File: config.mk
export PLATFORM = sky130hd
export DESIGN_NAME = audio_cfg_i2c_slave
export DESIGN_NICKNAME = d
export VERILOG_FILES = /design/src/rtl/acfg_pkg.sv /design/src/rtl/acfg_line_filter.sv /design/src/rtl/acfg_bus_engine.sv /design/src/rtl/acfg_regfile.sv /design/src/rtl/audio_cfg_i2c_slave.sv
export SDC_FILE = /design/constraint.sdc
export NUM_CORES = 1
export LEC_CHECK = 0
export ABC_AREA = 1
export BUFFER_PORTS_ARGS = -buffer_cell sky130_fd_sc_hd__buf_2
export CORE_ASPECT_RATIO = 0.7
export CORE_UTILIZATION = 55
export CTS_BUF_LIST = sky130_fd_sc_hd__clkbuf_8
export DETAILED_ROUTE_END_ITERATION = 16
export HOLD_SLACK_MARGIN = 0.02
export PLACE_DENSITY = 0.73
export SLEW_MARGIN = 20
export SYNTH_ARGS = -nofsm -noshare
export SYNTH_HDL_FRONTEND = slang
export SYNTH_HIERARCHICAL = 1
export SYNTH_SLANG_ARGS = --single-unit
File: constraint.sdc
create_clock -name clk -period 2.9 [get_ports clk]
set_clock_uncertainty 0.15 [all_clocks]
set_input_delay 0.145 -clock clk [delete_from_list [all_inputs] [get_ports clk]]
set_output_delay 0.145 -clock clk [all_outputs]
set_load 0.005 [all_outputs]
File: src/rtl/acfg_pkg.sv
package acfg_pkg;
    typedef enum logic [2:0] {PH_IDLE, PH_RX, PH_ACK, PH_TX, PH_RACK} phase_e;
    typedef enum logic [1:0] {BY_DEV, BY_SUB, BY_DATA} byte_e;

    localparam logic [7:0] ADR_LAST = 8'h00;
    localparam logic [7:0] ADR_FMT  = 8'h10;
    localparam logic [7:0] ADR_LCH  = 8'h20;
    localparam logic [7:0] ADR_RCH  = 8'h21;
    localparam logic [7:0] ADR_MISC = 8'h30;
    localparam logic [7:0] ADR_SRST = 8'hFF;
endpackage

File: src/rtl/acfg_line_filter.sv
module acfg_line_filter #(
    parameter int SYNC_STAGES = 2,
    parameter int FILT_LEN    = 3
) (
    input  logic clk,
    input  logic rst_n,
    input  logic raw,
    output logic clean
);
    localparam int CW = $clog2(FILT_LEN + 1);

    typedef struct packed {
        logic [SYNC_STAGES-1:0] sync;
        logic [CW-1:0]          cnt;
        logic                   out;
    } flt_t;

    flt_t q, d;
    logic synced;

    assign synced = q.sync[SYNC_STAGES-1];

    always_comb begin
        d      = q;
        d.sync = {q.sync[SYNC_STAGES-2:0], raw};
        if (synced == q.out) begin
            d.cnt = '0;
        end else if (q.cnt == CW'(FILT_LEN - 1)) begin
            d.out = synced;
            d.cnt = '0;
        end else begin
            d.cnt = q.cnt + 1'b1;
        end
    end

    always_ff @(posedge clk or negedge rst_n) begin
        if (!rst_n) q <= '{sync: '1, cnt: '0, out: 1'b1};
        else        q <= d;
    end

    assign clean = q.out;
endmodule

File: src/rtl/acfg_bus_engine.sv
module acfg_bus_engine
    import acfg_pkg::*;
#(
    parameter logic [6:0] DEV_ADDR = 7'b1101100
) (
    input  logic       clk,
    input  logic       rst_n,
    input  logic       en,
    input  logic       scl,
    input  logic       sda,
    input  logic [7:0] rd_data,
    output logic       wr_en,
    output logic       rd_en,
    output logic [7:0] reg_addr,
    output logic [7:0] wr_data,
    output logic       sda_oe
);
    typedef struct packed {
        phase_e     ph;
        byte_e      by;
        logic [3:0] bits;
        logic [7:0] sh;
        logic       rw;
        logic [7:0] ptr;
        logic       oe;
        logic       scl_p;
        logic       sda_p;
        logic       wr;
        logic [7:0] wdat;
        logic       rd;
    } eng_t;

    eng_t q, d;
    logic rise, fall, start, stop;

    assign rise  = scl & ~q.scl_p;
    assign fall  = ~scl & q.scl_p;
    assign start = q.scl_p & scl & q.sda_p & ~sda;
    assign stop  = q.scl_p & scl & ~q.sda_p & sda;

    always_comb begin
        d       = q;
        d.wr    = 1'b0;
        d.rd    = 1'b0;
        d.scl_p = scl;
        d.sda_p = sda;
        if (!en) begin
            d.ph = PH_IDLE;
            d.oe = 1'b0;
        end else if (start) begin
            d.ph   = PH_RX;
            d.by   = BY_DEV;
            d.bits = '0;
            d.oe   = 1'b0;
        end else if (stop) begin
            d.ph = PH_IDLE;
            d.oe = 1'b0;
        end else begin
            unique case (q.ph)
                PH_RX: begin
                    if (rise) begin
                        d.sh   = {q.sh[6:0], sda};
                        d.bits = q.bits + 1'b1;
                    end else if (fall && q.bits == 4'd8) begin
                        d.ph = PH_ACK;
                        d.oe = 1'b1;
                        unique case (q.by)
                            BY_DEV: begin
                                d.rw = q.sh[0];
                                if (q.sh[7:1] != DEV_ADDR) begin
                                    d.ph = PH_IDLE;
                                    d.oe = 1'b0;
                                end
                            end
                            BY_SUB:  d.ptr = q.sh;
                            default: begin
                                d.wr   = 1'b1;
                                d.wdat = q.sh;
                            end
                        endcase
                    end
                end
                PH_ACK: begin
                    if (fall) begin
                        d.bits = '0;
                        if (q.by == BY_DEV && q.rw) begin
                            d.ph = PH_TX;
                            d.sh = rd_data;
                            d.rd = 1'b1;
                            d.oe = ~rd_data[7];
                        end else begin
                            d.ph = PH_RX;
                            d.oe = 1'b0;
                            d.by = (q.by == BY_DEV) ? BY_SUB : BY_DATA;
                        end
                    end
                end
                PH_TX: begin
                    if (fall) begin
                        if (q.bits == 4'd7) begin
                            d.ph = PH_RACK;
                            d.oe = 1'b0;
                        end else begin
                            d.sh   = {q.sh[6:0], 1'b0};
                            d.oe   = ~q.sh[6];
                            d.bits = q.bits + 1'b1;
                        end
                    end
                end
                PH_RACK: begin
                    if (rise) begin
                        d.sh[0] = sda;
                    end else if (fall) begin
                        if (q.sh[0]) begin
                            d.ph = PH_IDLE;
                        end else begin
                            d.ph   = PH_TX;
                            d.sh   = rd_data;
                            d.rd   = 1'b1;
                            d.oe   = ~rd_data[7];
                            d.bits = '0;
                        end
                    end
                end
                default: ;
            endcase
        end
    end

    always_ff @(posedge clk or negedge rst_n) begin
        if (!rst_n) begin
            q       <= '0;
            q.ph    <= PH_IDLE;
            q.by    <= BY_DEV;
            q.scl_p <= 1'b1;
            q.sda_p <= 1'b1;
        end else begin
            q <= d;
        end
    end

    assign wr_en    = q.wr;
    assign wr_data  = q.wdat;
    assign rd_en    = d.rd;
    assign reg_addr = q.ptr;
    assign sda_oe   = q.oe;


    oe_scl_low_chk: assert property (@(posedge clk) disable iff (!rst_n)
        $past(scl) |-> $stable(q.oe))
        else $error("sda_oe moved while SCL high");
endmodule

File: src/rtl/acfg_regfile.sv
module acfg_regfile
    import acfg_pkg::*;
(
    input  logic       clk,
    input  logic       rst_n,
    input  logic       wr_en,
    input  logic       rd_en,
    input  logic [7:0] addr,
    input  logic [7:0] wr_data,
    output logic [7:0] rd_data,
    output logic [6:0] fmt_word,
    output logic [7:0] lch_word,
    output logic [7:0] rch_word,
    output logic [2:0] misc_word
);
    typedef struct packed {
        logic [6:0] fmt;
        logic [7:0] lch;
        logic [7:0] rch;
        logic [2:0] misc;
        logic [7:0] last;
    } rf_t;

    localparam rf_t RF_INIT = '{fmt: 7'b00_01_000, lch: 8'h00, rch: 8'h00,
                                misc: 3'b001, last: 8'h00};

    rf_t q, d;

    always_comb begin
        d = q;
        if (rd_en) d.last = addr;
        if (wr_en) begin
            d.last = addr;
            case (addr)
                ADR_FMT:  d.fmt  = wr_data[6:0];
                ADR_LCH:  d.lch  = wr_data;
                ADR_RCH:  d.rch  = wr_data;
                ADR_MISC: d.misc = wr_data[3:1];
                ADR_SRST: if (wr_data == 8'hFF) d = RF_INIT;
                default: ;
            endcase
        end
    end

    always_ff @(posedge clk or negedge rst_n) begin
        if (!rst_n) q <= RF_INIT;
        else        q <= d;
    end

    always_comb begin
        case (addr)
            ADR_LAST: rd_data = q.last;
            ADR_FMT:  rd_data = {1'b0, q.fmt};
            ADR_LCH:  rd_data = q.lch;
            ADR_RCH:  rd_data = q.rch;
            ADR_MISC: rd_data = {4'b0000, q.misc, 1'b1};
            default:  rd_data = 8'h00;
        endcase
    end

    assign fmt_word  = q.fmt;
    assign lch_word  = q.lch;
    assign rch_word  = q.rch;
    assign misc_word = q.misc;


    last_ro_chk: assert property (@(posedge clk) disable iff (!rst_n)
        (wr_en && addr == ADR_LAST) |=> (q.fmt == $past(q.fmt) && q.lch == $past(q.lch)
                                         && q.rch == $past(q.rch) && q.misc == $past(q.misc)))
        else $error("write to status register changed configuration");


    soft_reset_chk: assert property (@(posedge clk) disable iff (!rst_n)
        (wr_en && addr == ADR_SRST && wr_data == 8'hFF) |=>
            (q.lch == 8'h00 && q.rch == 8'h00 && q.misc == 3'b001 && q.last == 8'h00))
        else $error("soft reset left a register set");
endmodule

File: src/rtl/audio_cfg_i2c_slave.sv
module audio_cfg_i2c_slave #(
    parameter logic [6:0] DEV_ADDR    = 7'b1101100,
    parameter int         SYNC_STAGES = 2,
    parameter int         FILT_LEN    = 3
) (
    input  logic       clk,
    input  logic       rst_n,
    input  logic       scl_i,
    input  logic       sda_i,
    output logic       sda_oe,
    output logic       pin_only_mode,
    output logic [2:0] fmt_sel,
    output logic [1:0] srate_sel,
    output logic [1:0] mclk_ratio,
    output logic [5:0] left_gain,
    output logic       left_on,
    output logic       left_halt,
    output logic [5:0] right_gain,
    output logic       right_on,
    output logic       right_halt,
    output logic       ns_high_order,
    output logic       mod_full,
    output logic       idle_pulse
);
    localparam int SETTLE = SYNC_STAGES + FILT_LEN + 3;
    localparam int SW     = $clog2(SETTLE + 1);

    logic [1:0] raw_lines, clean_lines;
    assign raw_lines = {sda_i, scl_i};

    for (genvar g = 0; g < 2; g++) begin : g_line
        acfg_line_filter #(.SYNC_STAGES(SYNC_STAGES), .FILT_LEN(FILT_LEN)) i_flt (
            .clk(clk), .rst_n(rst_n), .raw(raw_lines[g]), .clean(clean_lines[g]));
    end

    typedef struct packed {
        logic [SW-1:0] cnt;
        logic          settled;
        logic          pin_mode;
    } top_t;

    top_t q, d;

    always_comb begin
        d = q;
        if (!q.settled) begin
            if (q.cnt == SW'(SETTLE - 1)) begin
                d.settled  = 1'b1;
                d.pin_mode = ~clean_lines[0] & ~clean_lines[1];
            end else begin
                d.cnt = q.cnt + 1'b1;
            end
        end
    end

    always_ff @(posedge clk or negedge rst_n) begin
        if (!rst_n) q <= '0;
        else        q <= d;
    end

    logic       wr_en, rd_en;
    logic [7:0] reg_addr, wr_data, rd_data, lch, rch;
    logic [6:0] fmt;
    logic [2:0] misc;

    acfg_bus_engine #(.DEV_ADDR(DEV_ADDR)) i_eng (
        .clk(clk), .rst_n(rst_n), .en(q.settled),
        .scl(clean_lines[0]), .sda(clean_lines[1]), .rd_data(rd_data),
        .wr_en(wr_en), .rd_en(rd_en), .reg_addr(reg_addr), .wr_data(wr_data),
        .sda_oe(sda_oe));

    acfg_regfile i_rf (
        .clk(clk), .rst_n(rst_n), .wr_en(wr_en), .rd_en(rd_en), .addr(reg_addr),
        .wr_data(wr_data), .rd_data(rd_data), .fmt_word(fmt), .lch_word(lch),
        .rch_word(rch), .misc_word(misc));

    assign pin_only_mode = q.pin_mode;
    assign fmt_sel       = fmt[2:0];
    assign srate_sel     = fmt[4:3];
    assign mclk_ratio    = fmt[6:5];
    assign left_gain     = lch[5:0];
    assign left_on       = lch[6];
    assign left_halt     = lch[7];
    assign right_gain    = rch[5:0];
    assign right_on      = rch[6];
    assign right_halt    = rch[7];
    assign idle_pulse    = misc[0];
    assign mod_full      = misc[1];
    assign ns_high_order = misc[2];


    mode_hold_chk: assert property (@(posedge clk) disable iff (!rst_n)
        (q.settled && $past(q.settled)) |-> $stable(q.pin_mode))
        else $error("mode latch changed after settling");
endmodule

==> reports/qor.txt, run 1 <==
Number of hold-slack violations in the final timing report: 0
Dominant synthesized flop cell: sky130_fd_sc_hd__dfrtp_1
Req. time, crit path: 2.99 ns
CTS clk-pin slew, worst paths: 0.09 ns
Aggregate negative setup slack: 0 ns
CP startpoint kind: flip-flop
Worst path arrival time: 2.38 ns
Slew headroom: 0.522
Pin count of the biggest net entering global routing: 58
Per-cell via count in the routed design: 5.39
Routability cong.: 0.945
Fraction of registers with async set/reset: 1.00
RSZ-0062 raised after global routing: no
Xor/xnor share of the synthesized area: 0.00164
Ranking of synthesized cells by instance count: sky130_fd_sc_hd__nand2_1 (255), sky130_fd_sc_hd__dfrtp_1 (78), sky130_fd_sc_hd__inv_1 (65)
Peak fanout along the critical path: 8
Area enclosed by the die boundary: 10100 µm²
Remaining Overflow, GRT: 0
Core box area: 9220 µm²
H-tree level count: 3
Yosys warns: 6
Outcome: complete, no violations
Finish-stage setup viols: 0
Number of max-slew violations in the final report: 0
Launch instance of the worst min-delay path: g_line[0].i_flt/d[4]$_DFF_PN1_
Number of top-level pins: 32
TritonCTS clock tree: built
Main area contributors after synthesis: sky130_fd_sc_hd__dfrtp_1 (37%), sky130_fd_sc_hd__nand2_1 (18%), sky130_fd_sc_hd__buf_4 (6.3%), sky130_fd_sc_hd__dfstp_2 (4.9%), sky130_fd_sc_hd__inv_1 (4.6%)
List of cells traversed by the critical path: ha_1 > inv_1 > a21oi_1 > nor4_1 > nor2_2 > mux2i_1 > a21oi_1
Largest voltage drop on the vdd net: 507 µV
Synth Area in Simple Gates: 0.351
Synthesis-to-layout area growth: 2.39%
Routed length per placed instance: 14.4 µm
Number of buffers on the longest clock path: 2
First-pass GRT wire length: 19500 µm
Clock Latency Late Sink: 0.37 ns
Sum of routed wire length over all layers: 11700 µm
Count of port buffers added during placement: 31
Most frequent CP cell: sky130_fd_sc_hd__a21oi_1
Fraction of synthesized cell area taken by the top area cell type: 0.366
Nets in the synthesized netlist: 702
Setup crit start: g_line[0].i_flt/clean$_DFFE_PN1P_
Via count of the first global-routing pass: 3909
Number of storage elements in the synthesis netlist: 88
Tot GR Track Use: 0.249
Period utilisation layout: 0.791
Drt initial violations: 393
Count of unresolved DRC violations after routing: 0
Slack of the worst reg-to-reg path: 0.61 ns
Initial DRT Pass Iterations: 5
Count leader, synth: sky130_fd_sc_hd__nand2_1
Master of the slowest instance on the critical path: sky130_fd_sc_hd__dfstp_2
Worst min path class: flip-flop to flip-flop
Cell area after placement: 5210 µm²
Final critical path time including I/O delays and setup: 2.29 ns
Mean instance size in the synthesized netlist: 7.70 µm²
Number of instances in the synthesized netlist: 692
Standard-cell row count: 29
Final Core Density: 0.592
Number of buffers inserted during clock tree synthesis: 9
Chip Width: 120 µm
F_max: 0.436 GHz
Total via count in the routed design: 4371
Starting Density: 0.578
Nature of the critical path endpoint: flip-flop
Delay-heaviest family, CP: flip-flops
Clock tree sinks: 88
# Max-Cap Violations: 0
Layout Nets: 692
Die span in y: 84.4 µm
Count of buffering cells on the critical path with inverters included: 1
DP Wirelength: 8730 µm
Routed Antenna Nets: 0
Layout Cell Area excl Fill: 5460 µm²
Fraction of the yosys area taken by sequential cells: 0.415
Mapped Area: 5330 µm²
Arithmetic-cell share of the synthesized area counting full adders, half adders and majority gates: 0.0141
Compound-gate portion of the synthesized area: 0.0648
Max incr delay on CP: 0.59 ns
Main combinational cell family by area after synthesis: simple AND/OR/NAND/NOR gates
Cell taking the most area after synthesis: sky130_fd_sc_hd__dfrtp_1
Power per Cell Area: 738 nW/µm²
Tightest Pin Transition: 0.717 ns
Leak: 3.00 nW
Unique masters post-synth: 37
Number of synthesized flops with an enable pin: 0
Antenna violations before repair: 0
Fraction of layout instances using a drive strength above 1: 0.186
Number of antenna diodes: 0
Root Buffer: sky130_fd_sc_hd__clkbuf_8
Class of the most critical setup path: flip-flop to flip-flop
Multiplexer fraction of the synthesized cell area: 0.0150
Number of buffers inserted to repair setup after CTS: 0
Crit Reg-Reg Startpoint: g_line[0].i_flt/clean$_DFFE_PN1P_
## layer usage
layer	part of all wire	wire length [µm]	GRT usage
met2	0.42	4900	0.342
met3	0.084	977	0.0679
met5	0	0	0
met1	0.49	5710	0.390
met4	0.0076	89	0.0466
## worst paths after layout
check | endpoint | cells past startpoint
min in group asynchronous | g_line[1].i_flt/q[1]$_DFF_PN0_ | 2
max reg2reg | i_rf/q[0]$_DFFE_PN0P_ | 7
max | i_rf/q[0]$_DFFE_PN0P_ | 7
min | g_line[0].i_flt/q[4]$_DFF_PN1_ | 0
max in group asynchronous | i_eng/q[11]$_DFF_PN1_ | 3
min reg2reg | g_line[0].i_flt/q[4]$_DFF_PN1_ | 0
## sequential cells by signal, summed over array words and instances (netlist names)
register            cells
i_eng/q                20
i_eng/reg_addr          8
i_eng/wr_data           8
i_rf/lch_word           8
i_rf/q                  8
i_rf/rch_word           8
i_rf/fmt_word           7
g_line.i_flt/q          6
q                       5
i_rf/misc_word          3
g_line.i_flt/clean      2
g_line.i_flt/d          2
i_eng/sda_oe            1
i_eng/wr_en             1
pin_only_mode           1
## metrics by stage
stage / hold WS (ns) / std cells / worst slack (ns) / power [mW]
global route: 0.219 / 811 / 0.350 / 4.32
global placement: 0.0872 / 792 / 0.688 / 3.06
floorplan: -0.301 / 692 / 0.766 / 2.82
detailed placement: 0.0876 / 792 / 0.606 / 3.09
CTS: 0.213 / 811 / 0.602 / 4.03
finish: 0.210 / 811 / 0.606 / 4.03
## cell usage in the layout (no fill, tap or decap), types with 2 or more instances in the layout
master / synthesis / layout
sky130_fd_sc_hd__nand4_2: 2 / 2
sky130_fd_sc_hd__nand2_1: 255 / 255
sky130_fd_sc_hd__nor2_1: 45 / 45
sky130_fd_sc_hd__inv_1: 65 / 66
sky130_fd_sc_hd__mux2i_1: 8 / 8
sky130_fd_sc_hd__nor3_1: 2 / 2
sky130_fd_sc_hd__o21ai_2: 16 / 16
sky130_fd_sc_hd__nor3_2: 2 / 2
sky130_fd_sc_hd__nand3_2: 6 / 6
sky130_fd_sc_hd__o21ai_0: 8 / 8
sky130_fd_sc_hd__dfstp_2: 10 / 10
sky130_fd_sc_hd__nor4_1: 2 / 2
sky130_fd_sc_hd__dlygate4sd3_1: 0 / 3
sky130_fd_sc_hd__nand4_1: 30 / 30
sky130_fd_sc_hd__buf_4: 45 / 4
sky130_fd_sc_hd__nor2_4: 7 / 7
sky130_fd_sc_hd__nand3_1: 28 / 28
sky130_fd_sc_hd__o21ai_1: 12 / 12
sky130_fd_sc_hd__ha_1: 6 / 6
sky130_fd_sc_hd__buf_2: 1 / 30
sky130_fd_sc_hd__o31ai_1: 2 / 2
sky130_fd_sc_hd__bufinv_16: 0 / 2
sky130_fd_sc_hd__inv_2: 9 / 9
sky130_fd_sc_hd__clkinvlp_4: 0 / 3
sky130_fd_sc_hd__nand3_4: 2 / 2
sky130_fd_sc_hd__dfrtp_1: 78 / 78
sky130_fd_sc_hd__clkbuf_8: 0 / 9
sky130_fd_sc_hd__nand2_2: 13 / 13
sky130_fd_sc_hd__nor2_2: 6 / 6
sky130_fd_sc_hd__a21oi_1: 13 / 13
## timing repair
item                      in CTS  in global routing
hold buffers                   3                  0
resized for setup              0                  0
hold endpoints to repair      49                  0
## logic make-up (layout without fill, tap and decap cells)
family,Yosys count,count (layout)
flops,88,88
simple gates,404,404
mux,8,8
xor+xnor,1,1
compound gates,53,53
fa+ha+maj,6,6
buf+inv,132,127
## cell type report
class / count / area, µm²
fill: 857 / 3760
multi-input combinational: 472 / 2380
sequential: 88 / 2210
inverter: 74 / 278
timing repair buffer: 37 / 210
tap: 124 / 155
clock buffer: 9 / 124
clock inverter: 7 / 95.1
## where the power goes
group          switching [mW]  leakage [nW]  internal (mW)
clock network           0.453         0.103          0.485
logic                    1.07          1.74          0.458
registers               0.168          1.16           1.40
Power figures use the tool's default switching activity.
==> run 2, diff against run 1 <==
PLACE_DENSITY = 0.76   (was 0.73)
clock period = 2 ns   (was 2.9 ns; I/O delays follow)
==> reports/qor.txt, run 2 (synthesized netlist as in run 1, its figures left out) <==
Outcome: complete, no violations
Req. time, crit path: 2.09 ns
Via count of the first global-routing pass: 4243
Antenna violations before repair: 0
Standard-cell row count: 29
Minimum setup slack after placement: -0.0328 ns
Number of antenna diodes: 0
Total via count in the routed design: 4588
Count of unresolved DRC violations after routing: 0
Period utilisation layout: 1.00
Number of buffers on the longest clock path: 2
Fraction of layout instances using a drive strength above 1: 0.276
Final critical path time including I/O delays and setup: 2.00 ns
Per-cell via count in the routed design: 5.32
H-tree level count: 3
Peak fanout along the critical path: 8
Number of top-level pins: 32
Number of max-slew violations in the final report: 0
Class of the most critical setup path: flip-flop to flip-flop
Finish-stage setup viols: 0
Core box area: 9220 µm²
Starting Density: 0.578
FF-to-FF path depth: 9
RSZ-0062 raised after global routing: yes
Chip Width: 120 µm
Leak: 3.26 nW
Die span in y: 84.4 µm
Clock tree sinks: 88
Aggregate negative setup slack: 0 ns
Routability cong.: 0.941
Power per Cell Area: 1090 nW/µm²
First-pass GRT wire length: 21500 µm
Nature of the critical path endpoint: flip-flop
Initial DRT Pass Iterations: 6
Tightest Pin Transition: 0.694 ns
CP startpoint kind: flip-flop
Leading cell type in the layout, fill and taps excluded: sky130_fd_sc_hd__nand2_1
Tot GR Track Use: 0.278
Most flops, register: i_eng/q
Routed Antenna Nets: 0
Clock Latency Late Sink: 0.38 ns
Routed length per placed instance: 15.0 µm
Layout Nets: 743
Worst path arrival time: 2.08 ns
Drt initial violations: 300
F_max: 0.500 GHz
Remaining Overflow, GRT: 0
Area enclosed by the die boundary: 10100 µm²
Number of flip-flops under the largest register name: 20
Layout Cell Area excl Fill: 6020 µm²
# Max-Cap Violations: 0
Count of port buffers added during placement: 31
Number of hold-slack violations in the final timing report: 0
Final Core Density: 0.653
Worst min path class: input pin to async pin
Cell area after placement: 5550 µm²
Pin count of the biggest net entering global routing: 35
Most used cells in the layout excluding fill and tap cells: sky130_fd_sc_hd__nand2_1 (246), sky130_fd_sc_hd__dfrtp_1 (76), sky130_fd_sc_hd__inv_1 (62)
Slew headroom: 0.538
Root Buffer: sky130_fd_sc_hd__clkbuf_8
Sum of routed wire length over all layers: 12900 µm
Largest voltage drop on the vdd net: 533 µV
CTS clk-pin slew, worst paths: 0.10 ns
DP Wirelength: 9660 µm
TritonCTS clock tree: built
Final worst slack: 0.000395 ns
Number of buffers inserted during clock tree synthesis: 9
Synthesis-to-layout area growth: 12.8%
-- run 2: cell types whose count changed in the layout (fill, tap and decap cells not counted), sizes merged --
cell | before | now
buf | 34 | 84
clkinvlp | 3 | 0
clkinv | 0 | 2
inv | 76 | 78
bufinv | 2 | 1
nor2 | 59 | 60
-- run 2: path summary, 6_finish.rpt --
check / start / end / slack [ns]
max in group asynchronous: rst_n / g_line[0].i_flt/d[4]$_DFF_PN1_ / 1.02
worst min register to register: g_line[0].i_flt/d[4]$_DFF_PN1_ / g_line[0].i_flt/q[4]$_DFF_PN1_ / 0.21
worst max-delay path: i_eng/q[11]$_DFF_PN1_ / i_rf/q[2]$_DFFE_PN0P_ / 0.0004
worst min-delay path: rst_n / g_line[0].i_flt/q[2]$_DFF_PN0_ / 0.06
min in group clk: scl_i / g_line[0].i_flt/d[4]$_DFF_PN1_ / 0.21
worst max register to register: i_eng/q[11]$_DFF_PN1_ / i_rf/q[2]$_DFFE_PN0P_ / 0.0004
-- run 2: power breakdown --
group / internal, mW / total (mW) / leakage [nW] / switching [mW]
Sequential: 2.03 / 2.26 / 1.15 / 0.229
Clock: 0.596 / 1.30 / 0.106 / 0.709
Combinational: 1.08 / 2.99 / 2.00 / 1.91
Total: 3.71 / 6.56 / 3.26 / 2.85
-- run 2: layout make-up --
type / instances / area, µm²
repair buffers: 87 / 631
inverters: 74 / 280
clock buffers: 9 / 124
fillers: 810 / 3200
flip-flops and latches: 88 / 2220
well taps: 124 / 155
clock inverters: 7 / 77.6
multi-input cells: 473 / 2530
-- run 2: metrics by stage --
stage / hold slack, ns / power [mW] / cells
final: 0.0628 / 6.56 / 862
after global routing: 0.0823 / 7.00 / 862
after CTS: 0.0641 / 6.24 / 853
after detailed placement: -0.0650 / 4.80 / 833
after global placement: -0.0732 / 4.72 / 833
after floorplan: -0.346 / 4.12 / 692
-- run 2: critical path, stage by stage, from the launching register on --
cell and delay (ns):
sky130_fd_sc_hd__dfstp_2 0.61, sky130_fd_sc_hd__inv_2 0.06, sky130_fd_sc_hd__ha_4 0.16, sky130_fd_sc_hd__inv_1 0.10
sky130_fd_sc_hd__a21oi_2 0.06, sky130_fd_sc_hd__nor4_4 0.29, sky130_fd_sc_hd__nor2_4 0.06, sky130_fd_sc_hd__buf_12 0.17
sky130_fd_sc_hd__mux2i_1 0.15, sky130_fd_sc_hd__a21oi_1 0.06
-- run 2: routing by layer --
metal  wire length, µm  up-vias  part of all wire  GRT usage
li1                  -     2242                 -          -
met1              6320     2155              0.49      0.418
met2              5340      175              0.41      0.391
met3              1150       16             0.089     0.0802
met4               125        0            0.0097     0.0716
met5                 0        -                 0          0
-- run 2: repair_timing --
action	4_1_cts	5_1_grt
resized for setup	8	30
pin swaps	3	8
hold buffers	3	0
endpoints found under the hold margin	88	0
setup endpoints to repair	23	40
buffers inserted	0	9
cloned	1	0
